### config.mk
export PLATFORM = sky130hd
export DESIGN_NAME = wdog_kick_monitor
export DESIGN_NICKNAME = d
export VERILOG_FILES = /design/src/rtl/wdk_pkg.sv /design/src/rtl/wdk_edge_sync.sv /design/src/rtl/wdk_timer.sv /design/src/rtl/wdk_out_ctl.sv /design/src/rtl/wdog_kick_monitor.sv
export SDC_FILE = /design/constraint.sdc
export NUM_CORES = 1
export LEC_CHECK = 0
export ABC_CLOCK_PERIOD_IN_PS = 3700
export BUFFER_PORTS_ARGS = -buffer_cell sky130_fd_sc_hd__buf_2
export CAP_MARGIN = 20
export CELL_PAD_IN_SITES_DETAIL_PLACEMENT = 1
export CELL_PAD_IN_SITES_GLOBAL_PLACEMENT = 1
export CORE_AREA = 2 2 39 41
export CTS_CLUSTER_SIZE = 12
export DETAILED_ROUTE_END_ITERATION = 8
export DIE_AREA = 0 0 41 43
export MAX_ROUTING_LAYER = met4
export PLACE_DENSITY = 0.8
export SYNTH_ARGS = -nofsm -noshare
export SYNTH_HDL_FRONTEND = slang
export SYNTH_HIERARCHICAL = 1
export SYNTH_SLANG_ARGS = --single-unit
export TNS_END_PERCENT = 10
### constraint.sdc
create_clock -name clk -period 3.7 [get_ports clk]
set_input_delay 0.185 -clock clk [delete_from_list [all_inputs] [get_ports clk]]
set_output_delay 0.185 -clock clk [all_outputs]
set_load 0.02 [all_outputs]
### src/rtl/wdk_pkg.sv
// Shared helpers for the watchdog kick monitor.
// Assumes TIMEOUT_CYCLES >= 4 so the kick latency is shorter than the timeout.
package wdk_pkg;
    // Counter width able to hold the value TIMEOUT_CYCLES itself.
    function automatic int unsigned cnt_width(input int unsigned timeout);
        return (timeout < 2) ? 1 : $clog2(timeout + 1);
    endfunction
endpackage

### src/rtl/wdk_edge_sync.sv
// Brings the asynchronous kick line into the clock domain through SYNC_STAGES
// flops, then flags a kick when the last two synchronised samples differ.
// Assumes the line is slow compared with clk (a level persists >= 2 cycles).
module wdk_edge_sync #(
    parameter int unsigned SYNC_STAGES = 2
) (
    input  logic clk,
    input  logic rst_n,
    input  logic line_async,
    output logic kick
);
    localparam int unsigned CHAIN = SYNC_STAGES + 1;

    logic [CHAIN-1:0] chain_q;

    // Shift the raw line through the synchroniser plus one history flop.
    always_ff @(posedge clk) begin
        if (!rst_n) chain_q <= '0;
        else        chain_q <= {chain_q[CHAIN-2:0], line_async};
    end

    // Either polarity of change is a kick.
    assign kick = chain_q[CHAIN-1] ^ chain_q[CHAIN-2];
endmodule

### src/rtl/wdk_timer.sv
// Idle-cycle counter that saturates at TIMEOUT_CYCLES. Any clear request wins
// over counting, which gives a kick priority on the would-be timeout edge.
// Assumes clear requests are already synchronous to clk.
module wdk_timer #(
    parameter int unsigned TIMEOUT_CYCLES = 200,
    parameter int unsigned CW = 8
) (
    input  logic          clk,
    input  logic          rst_n,
    input  logic          clear,
    output logic [CW-1:0] count,
    output logic          expired
);
    localparam logic [CW-1:0] LIMIT = CW'(TIMEOUT_CYCLES);

    logic [CW-1:0] count_q;

    // Clear on request, otherwise count up and hold at the limit.
    always_ff @(posedge clk) begin
        if (!rst_n || clear)       count_q <= '0;
        else if (count_q != LIMIT) count_q <= count_q + 1'b1;
    end

    assign count   = count_q;
    assign expired = (count_q == LIMIT);
endmodule

### src/rtl/wdk_out_ctl.sv
// Builds the active-low output: supply-low forces it low at once, a floating
// line hides the timer, otherwise an expired timer pulls it low.
// Purely combinational so that supply-low changes show in the same cycle.
module wdk_out_ctl (
    input  logic expired,
    input  logic floating,
    input  logic supply_low,
    output logic out_n
);
    // Output merge; the override has no register in its path.
    always_comb begin
        out_n = ~(supply_low | (expired & ~floating));
    end
endmodule

### src/rtl/wdog_kick_monitor.sv
// Top of the watchdog kick monitor. Sync + edge detect feeds the idle counter;
// system reset, the float flag and float-flag changes also clear it.
// Assumes rst_n is synchronous to clk and sys_reset/wd_float/supply_low are
// already synchronous.
module wdog_kick_monitor #(
    parameter int unsigned TIMEOUT_CYCLES = 200,
    parameter int unsigned SYNC_STAGES    = 2
) (
    input  logic clk,
    input  logic rst_n,
    input  logic wd_in,
    input  logic wd_float,
    input  logic supply_low,
    input  logic sys_reset,
    output logic wd_out_n
);
    localparam int unsigned CW = wdk_pkg::cnt_width(TIMEOUT_CYCLES);

    logic          kick;
    logic          float_q;
    logic          float_chg;
    logic          tmr_clear;
    logic [CW-1:0] tmo_cnt;
    logic          tmo_hit;

    wdk_edge_sync #(.SYNC_STAGES(SYNC_STAGES)) u_sync (
        .clk        (clk),
        .rst_n      (rst_n),
        .line_async (wd_in),
        .kick       (kick)
    );

    // Remember the float flag to spot entry to and exit from floating.
    always_ff @(posedge clk) begin
        if (!rst_n) float_q <= 1'b0;
        else        float_q <= wd_float;
    end

    assign float_chg = float_q ^ wd_float;
    assign tmr_clear = sys_reset | kick | float_chg | wd_float;

    wdk_timer #(.TIMEOUT_CYCLES(TIMEOUT_CYCLES), .CW(CW)) u_timer (
        .clk     (clk),
        .rst_n   (rst_n),
        .clear   (tmr_clear),
        .count   (tmo_cnt),
        .expired (tmo_hit)
    );

    wdk_out_ctl u_out (
        .expired    (tmo_hit),
        .floating   (wd_float),
        .supply_low (supply_low),
        .out_n      (wd_out_n)
    );
endmodule

* Word level (Yosys, flattened, before mapping)
Cells that the tools add are included.
Operators by class: add/subtract/negate cells 1, eq/ne operators 2, bitwise operators 9, reduce and logical (&&, ||, !) cells 2
Operators by type and width (count):
- $add 8x1->8 const B | 1
- $eq 8x8->1 const B | 1
- $ne 8x8->1 const B | 1
- $or 1x1->1 | 4
- $not 1->1 | 2
- $xor 1x1->1 | 2
- $and 1x1->1 | 1
- $logic_not 1->1 | 1
- $logic_or 1x1->1 | 1
Storage, ports and cells: flip-flop bits (word level) 12, bits of input ports 6, output and inout bits 1, logic and storage cells 17

* Logic depth before layout (Yosys ltp)
Gate-level depths: netlist (run 1).
depth after elaboration 5, depth in mapped cells 5, depth with buffers taken out 5

* By module
Netlist (run 1), hierarchy kept.
Modules (own cells, without submodules):
- wdk_timer | times used 1, cells each 42, area an instance 395.4 um^2, seq. area each 160.2 um^2
- wdk_edge_sync | times used 1, cells each 7, area an instance 88.8 um^2, seq. area each 60.1 um^2
- wdog_kick_monitor | times used 1, cells each 3, area an instance 33.8 um^2, seq. area each 20.0 um^2
- wdk_out_ctl | times used 1, cells each 2, area an instance 12.5 um^2, seq. area each 0.0 um^2

* Least setup slack after synthesis (run 1)
Ideal clock, no wire load.
path type register -> register, start register u_sync.chain_q[1], end register u_timer.count_q[1] (netlist: u_timer/count[1]), library setup time 0.101 ns, arrival time 1.356 ns, required time 3.599 ns, slack 2.243 ns, stages on the path, launching flop included 6, buffers on the path 0, clock period less this slack 1.457 ns, cells stage by stage dfxtp_1 xor2_1 or4_1 inv_1 nand2_1 o41ai_1
On the way: cells in the longest elaborated chain, start to end 5
Ends and longest elaborated chain:
- from (decl) | line wdk_edge_sync.sv:14 | logic [CHAIN-1:0] chain_q;
- from (signal assigned) | line wdk_edge_sync.sv:19 | else chain_q <= {chain_q[CHAIN-2:0], line_async};
- $xor 1x1->1 | line wdk_edge_sync.sv:23 | assign kick = chain_q[CHAIN-1] ^ chain_q[CHAIN-2];
- net kick | line wdog_kick_monitor.sv:19 | logic kick;
- $or 1x1->1 (3 in a row) | line wdog_kick_monitor.sv:40 | assign tmr_clear = sys_reset | kick | float_chg | wd_float;
- net tmr_clear | line wdog_kick_monitor.sv:22 | logic tmr_clear;
- $logic_or 1x1->1 | line wdk_timer.sv:20 | if (!rst_n || clear) count_q <= '0;
- to (signal assigned) | line wdk_timer.sv:21 | else if (count_q != LIMIT) count_q <= count_q + 1'b1;
- to (decl) | line wdk_timer.sv:16 | logic [CW-1:0] count_q;
The timed path passes the listed nets, and every way through them passes these cells. A chain may end at the register's enable or synchronous reset.

* Worst setup path in the final report (run 1)
start register u_timer.count_q[1] (netlist: u_timer/count[1]), end output port wd_out_n
On the way: cells in the longest elaborated chain, start to end 4
Ends and longest elaborated chain:
- $eq 8x8->1 | line wdk_timer.sv:25 | assign expired = (count_q == LIMIT);
- net tmo_hit | line wdog_kick_monitor.sv:24 | logic tmo_hit;
- $and 1x1->1 | line wdk_out_ctl.sv:12 | out_n = ~(supply_low | (expired & ~floating));
- $or 1x1->1 | line wdk_out_ctl.sv:12
- $not 1->1 | line wdk_out_ctl.sv:12
- to (decl) | line wdog_kick_monitor.sv:15 | output logic wd_out_n
The timed path passes the listed nets, and every way through them passes these cells.

==> results of run 1 <==
## layout by cell type, fill, tap and decap left out, types with 3 or more instances in the layout
| cell type | n |
|---|---|
| nor2_1 | 3 |
| o21ai_0 | 3 |
| buf_2 | 6 |
| dfxtp_1 | 12 |
| inv_1 | 4 |
| clkbuf_4 | 3 |
| and2_1 | 3 |
| xor2_1 | 3 |
| nor3_1 | 3 |
| a21oi_1 | 3 |
## power by group
group / total [mW] / internal (mW) / switching (mW) / leakage, nW
Sequential: 0.133 / 0.131 / 0.00115 / 0.0975
Combinational: 0.0105 / 0.00511 / 0.00538 / 0.110
Clock: 0.0771 / 0.0377 / 0.0394 / 0.0138
Total: 0.220 / 0.174 / 0.0460 / 0.221
## per-stage QoR
stage | std cells | instance area, sq um | util [%]
after floorplan | 54 | 531 | -
after global placement | 76 | 581 | 42.0
after detailed placement | 76 | 581 | 42.0
after CTS | 79 | 603 | 43.6
after global routing | 79 | 603 | 43.6
final | 79 | 603 | 43.6
## kinds of logic after synthesis
| logic type | count (synthesis) |
|---|---|
| AND/OR/NAND/NOR | 22 |
| adder cells (fa/ha/maj) | 2 |
| buffers and inverters | 4 |
| multiplexers | 1 |
| AO/OA/AOI/OAI | 9 |
| XOR/XNOR | 4 |
| flip-flops | 12 |
## cell type report
class                           instances  area share (%)
Multi-Input combinational cell         38            45.6
Sequential cell                        12            39.8
Timing Repair Buffer                    6            4.98
Tap cell                               16            3.32
Clock buffer                            3            3.73
Inverter                                4            2.49
## how the worst max path moves through the flow
stage / end / slack, ns / startpoint / cells past startpoint
finish: wd_out_n / 2.05 / u_timer/count[1] / 6
global route: wd_out_n / 1.94 / u_timer/count[0] / 6
CTS: wd_out_n / 2.01 / u_timer/count[0] / 6
detailed placement: u_timer/count[1] / 2.13 / u_sync/chain_q[1] / 5
global placement: u_timer/count[1] / 2.16 / u_sync/chain_q[1] / 5
floorplan: u_timer/count[1] / 2.24 / u_sync/chain_q[1] / 5
## synth_stat cells, drive strengths merged, types with 2 or more instances
cell    n  area [sq um]
dfxtp  12           240
xor2    3          26.3
a21oi   4          23.8
inv     4          15.0
ha      2          25.0
or3     2          12.5
nor2    3          11.3
o21ai   3          15.0
nand2   2          7.51
nand3   3          20.0
and2    4          26.3
nor3    3          15.0
## flip-flops by register name (all words and copies together), names as in the netlist
register	count
u_timer/count	8
float_q	1
u_sync/chain_q	3
## worst register-to-register path: stages (launching register included)
cell and delay [ns]:
dfxtp_1 0.32, xor2_1 0.15, or4_1 0.51, inv_1 0.08, nand2_1 0.18, o41ai_1 0.27
## layer usage
metal	GRT usage [%]	vias to the layer above	routed length, um
met2	23.8	5	505
met5	-	-	0
met1	17.3	200	437
met3	7.85	4	38
li1	-	208	-
met4	10.0	0	19
==> flow_summary.ini, run 1 <==
[pwr]
cellPowerDensity_nw_per_um2 = 365
ir_worst_vdd_mv = 0.181
fin_total_pwr_mw = 0.220
leakage_nw = 0.221

[clock_tree]
cts_tree = built
clock_path_buffers = 2
cts-root-buf = clkbuf_4
cts_buffers = 3
clk_latency_ns = 0.27
cts_resized = 0
clk_pin_slew_worst_paths_ns = 0.06
cts.sinks = 12
cts_setup_buffers = 0
ctsHoldBuffers = 0
htree_levels = 1

[final_layout]
multi_input_area_sq_um = 275
ff_latch_area_sq_um = 240
diodes = 0
fillers = 175
fin_nets = 73
area_growth_pct = 13.7
drive_gt1_share_pct = 20.6

[floorplanning]
rows = 14
coreArea_sq_um = 1380
num_io_pins = 7
dieArea_sq_um = 1760
die-width_um = 41
initial_core_util_pct = 38.3
die_h_um = 43

[sta]
fin_crit_ns = 1.65
fin_worst_skew_ns = 0.00405
holdWs_ns = 0.124
tightest_slew_ns = 0.280
final-setup-viol-count = 0
rsz0062_at_grt = false
min_period_over_period_pct = 44.7
hold_violations = 0
slew_viol_final = 0
setup_tns_ns = 0
fmax_ghz = 0.605
relSlewSlack_pct = 81.3
layout_setup_ws_ns = 2.05

[routing]
routed_wl_mm = 1.00
ant_nets = 0
drcViolationCount = 0
firstDrtPassIters = 1
vias = 417
first_iter_violations = 0
vias_per_cell = 5.28
routedWlPerCell_um = 12.7

[synth]
synth_compound_area_share_pct = 10.6
synthCells = 54
synth_seq_cells = 12
synth_top_family_by_area = simple AND/OR/NAND/NOR gates
ys.flop_type = dfxtp_1
syn_area_sq_um = 531
synth.distinct_cells = 24
synthesis.nets = 62
muxShareOfSynthArea_pct = 1.89
ys_warn_count = 6
yosys.area_share.adder_pct = 4.72
synth-xor-area-share_pct = 6.60
yosys.area_share.simple_pct = 28.1
avgSynthCellArea_sq_um = 9.82
async_flop_share_pct = 0
ys_seq_area_share_pct = 45.3
synth_edf_count = 0

[min_path]
holdPathEnd = u_sync/chain_q[0]
hp-class = input port to register
min_from = wd_in
holdPathStages = 2

[global_route]
grt_max_degree = 9
grt_pass1_vias = 460
grt_pass1_wl_mm = 1.79
antenna_found_initial = 0
gr-total-overflow = 0
grt.total_usage_pct = 16.4

[job]
maxCapViolCount = 0

[worst_setup_path]
r2r_start = u_sync/chain_q[1]
crit_chain = inv_1 > ha_1 > nand4bb_4 > nor2_1 > a21oi_2 > buf_2
r2r_cells = 5
cp-end-kind = primary output
r2r_end = u_timer/count[1]
rrSetupSlack_ns = 2.10
cp_slowest_cell = dfxtp_1
critPathTopFamily = simple AND/OR/NAND/NOR gates
cp.required_ns = 3.51
cp_data_arrival_time_ns = 1.47
max_stage_delay_ns = 0.34
path_max_fanout = 5
start_kind = register
worstSetupPathType = register to primary output
path_buf_inv = 2

[place]
dp_hpwl_um = 773
place.gp.congestion = 0.796
port_buffers = 6
pre_cts_slack_ns = 2.13

[run_status]
status = completed
No activity file was read; power rests on OpenSTA's default activity.
==> inputs of run 2 (changes only) <==
Settings changed: ABC_CLOCK_PERIOD_IN_PS 3700 to 1700, CORE_AREA 2 2 39 41 to not set, CORE_UTILIZATION set to 40, DIE_AREA 0 0 41 43 to not set.
Clock period 3.7 ns to 1.7 ns, I/O delays scaled along.
==> run 2 against run 1 <==
Against the previous run: core utilization increased by 8.3 points; final cell count decreased by 2.5%; sequential share of layout area decreased by 0.33 points.
==> flow_summary.ini, run 2 (synthesis gave the netlist of run 1 again) <==
[run_status]
status = completed

[global_route]
gr-total-overflow = 0
grt_pass1_vias = 419
grt.total_usage_pct = 17.9
antenna_found_initial = 0
grt_pass1_wl_mm = 1.74
grt_max_degree = 9

[clock_tree]
cts.sinks = 12
clk_pin_slew_worst_paths_ns = 0.07
cts_buffers = 3
clock_path_buffers = 2
cts_tree = built
clk_latency_ns = 0.27
ctsHoldBuffers = 0
cts-root-buf = clkbuf_4
htree_levels = 1

[floorplanning]
coreArea_sq_um = 1170
initial_core_util_pct = 45.3
num_io_pins = 7
rows = 12
dieArea_sq_um = 1480
die-width_um = 38.4
die_h_um = 38.4

[sta]
fmax_ghz = 0.623
fin_worst_skew_ns = 0.00939
relSlewSlack_pct = 79.5
setup_tns_ns = 0
rsz0062_at_grt = false
min_period_over_period_pct = 94.4
holdWs_ns = 0.0310
final-setup-viol-count = 0
tightest_slew_ns = 0.306
slew_viol_final = 0
hold_violations = 0
fin_crit_ns = 1.60

[pwr]
p_clk_share_pct = 34.7
swShare_pct = 20.7
ir_worst_vdd_mv = 0.397
p_sw_mw = 0.0986
cellPowerDensity_nw_per_um2 = 785
comb_power_share_pct = 4.8
fin_total_pwr_mw = 0.478
leakage_nw = 0.227
p_int_mw = 0.379
pwr-share-seq_pct = 60.5

[worst_setup_path]
cp-end-kind = register
cp_data_arrival_time_ns = 1.77
start_kind = register
worstSetupPathType = register to register
path_max_fanout = 8
cp.required_ns = 1.86

[final_layout]
drive_gt1_share_pct = 22.2
layout_commonest_cell = dfxtp_1
fin_nets = 73
fillers = 141
largest_register_ffs = 8
diodes = 0
layout_common_cells = dfxtp_1, buf_2, inv_1
area_growth_pct = 14.6

[routing]
vias_per_cell = 5.35
vias = 412
first_iter_violations = 4
routedWlPerCell_um = 13.2
drcViolationCount = 0
ant_nets = 0
routed_wl_mm = 1.02
firstDrtPassIters = 4

[min_path]
hp-class = input port to register

[place]
dp_hpwl_um = 760
place.gp.congestion = 0.737
port_buffers = 6

[job]
maxCapViolCount = 0
-- run 2: layout make-up --
class                           count  area (sq um)  share of cell area [%]
Multi-Input combinational cell     38           283                    46.5
Inverter                            4          15.0                    2.47
Clock buffer                        3          22.5                    3.70
Sequential cell                    12           240                    39.5
Timing Repair Buffer                6          30.0                    4.94
Tap cell                           14          17.5                    2.88
-- run 2: critical path, stage by stage, from the launching register on --
cell	delay, ns
dfxtp_1	0.32
xor2_1	0.15
or4_1	0.51
inv_1	0.08
nand2_1	0.19
o41ai_2	0.25
-- run 2: routing by layer --
| metal | vias up | GRT usage (%) | routed length (um) |
|---|---|---|---|
| met5 | - | - | 0 |
| met4 | 0 | 7.76 | 0 |
| met3 | 0 | 5.23 | 24 |
| met2 | 4 | 25.4 | 485 |
| met1 | 197 | 23.6 | 509 |
| li1 | 211 | - | - |
-- run 2: worst paths after layout --
check | start | to | slack (ns) | depth (start not counted)
worst max-delay path | u_sync/chain_q[1] | u_timer/count[1] | 0.1 | 5
worst min-delay path | wd_in | u_sync/chain_q[0] | 0.03 | 2
worst max register to register | u_sync/chain_q[1] | u_timer/count[1] | 0.1 | 5
worst min register to register | u_sync/chain_q[0] | u_sync/chain_q[1] | 0.43 | 1
-- run 2: per-stage QoR --
stage / cells / utilization (%) / setup WS, ns / cell area, sq um
detailed placement: 74 / 49.4 / 0.0580 / 578
finish: 77 / 51.9 / 0.0953 / 608
global route: 77 / 51.9 / 0.0117 / 608
CTS: 77 / 51.3 / 0.0322 / 601
global placement: 74 / 49.4 / 0.153 / 578
floorplan: 54 / - / 0.243 / 531
-- run 2: what timing repair did --
| action | in CTS | in global routing |
|---|---|---|
| setup buffers | 0 | 0 |
| gates resized for setup | 0 | 1 |
| endpoints found under the setup margin | 0 | 1 |
-- run 2: power by group through the flow --
stage          Clock [mW]  Sequential [mW]  Combinational, mW
2_1_floorplan           0            0.295             0.0127
3_3_place_gp            0            0.295             0.0227
3_5_place_dp            0            0.295             0.0231
4_1_cts             0.176            0.289             0.0232
5_1_grt             0.186            0.290             0.0263
6_report            0.166            0.289             0.0230
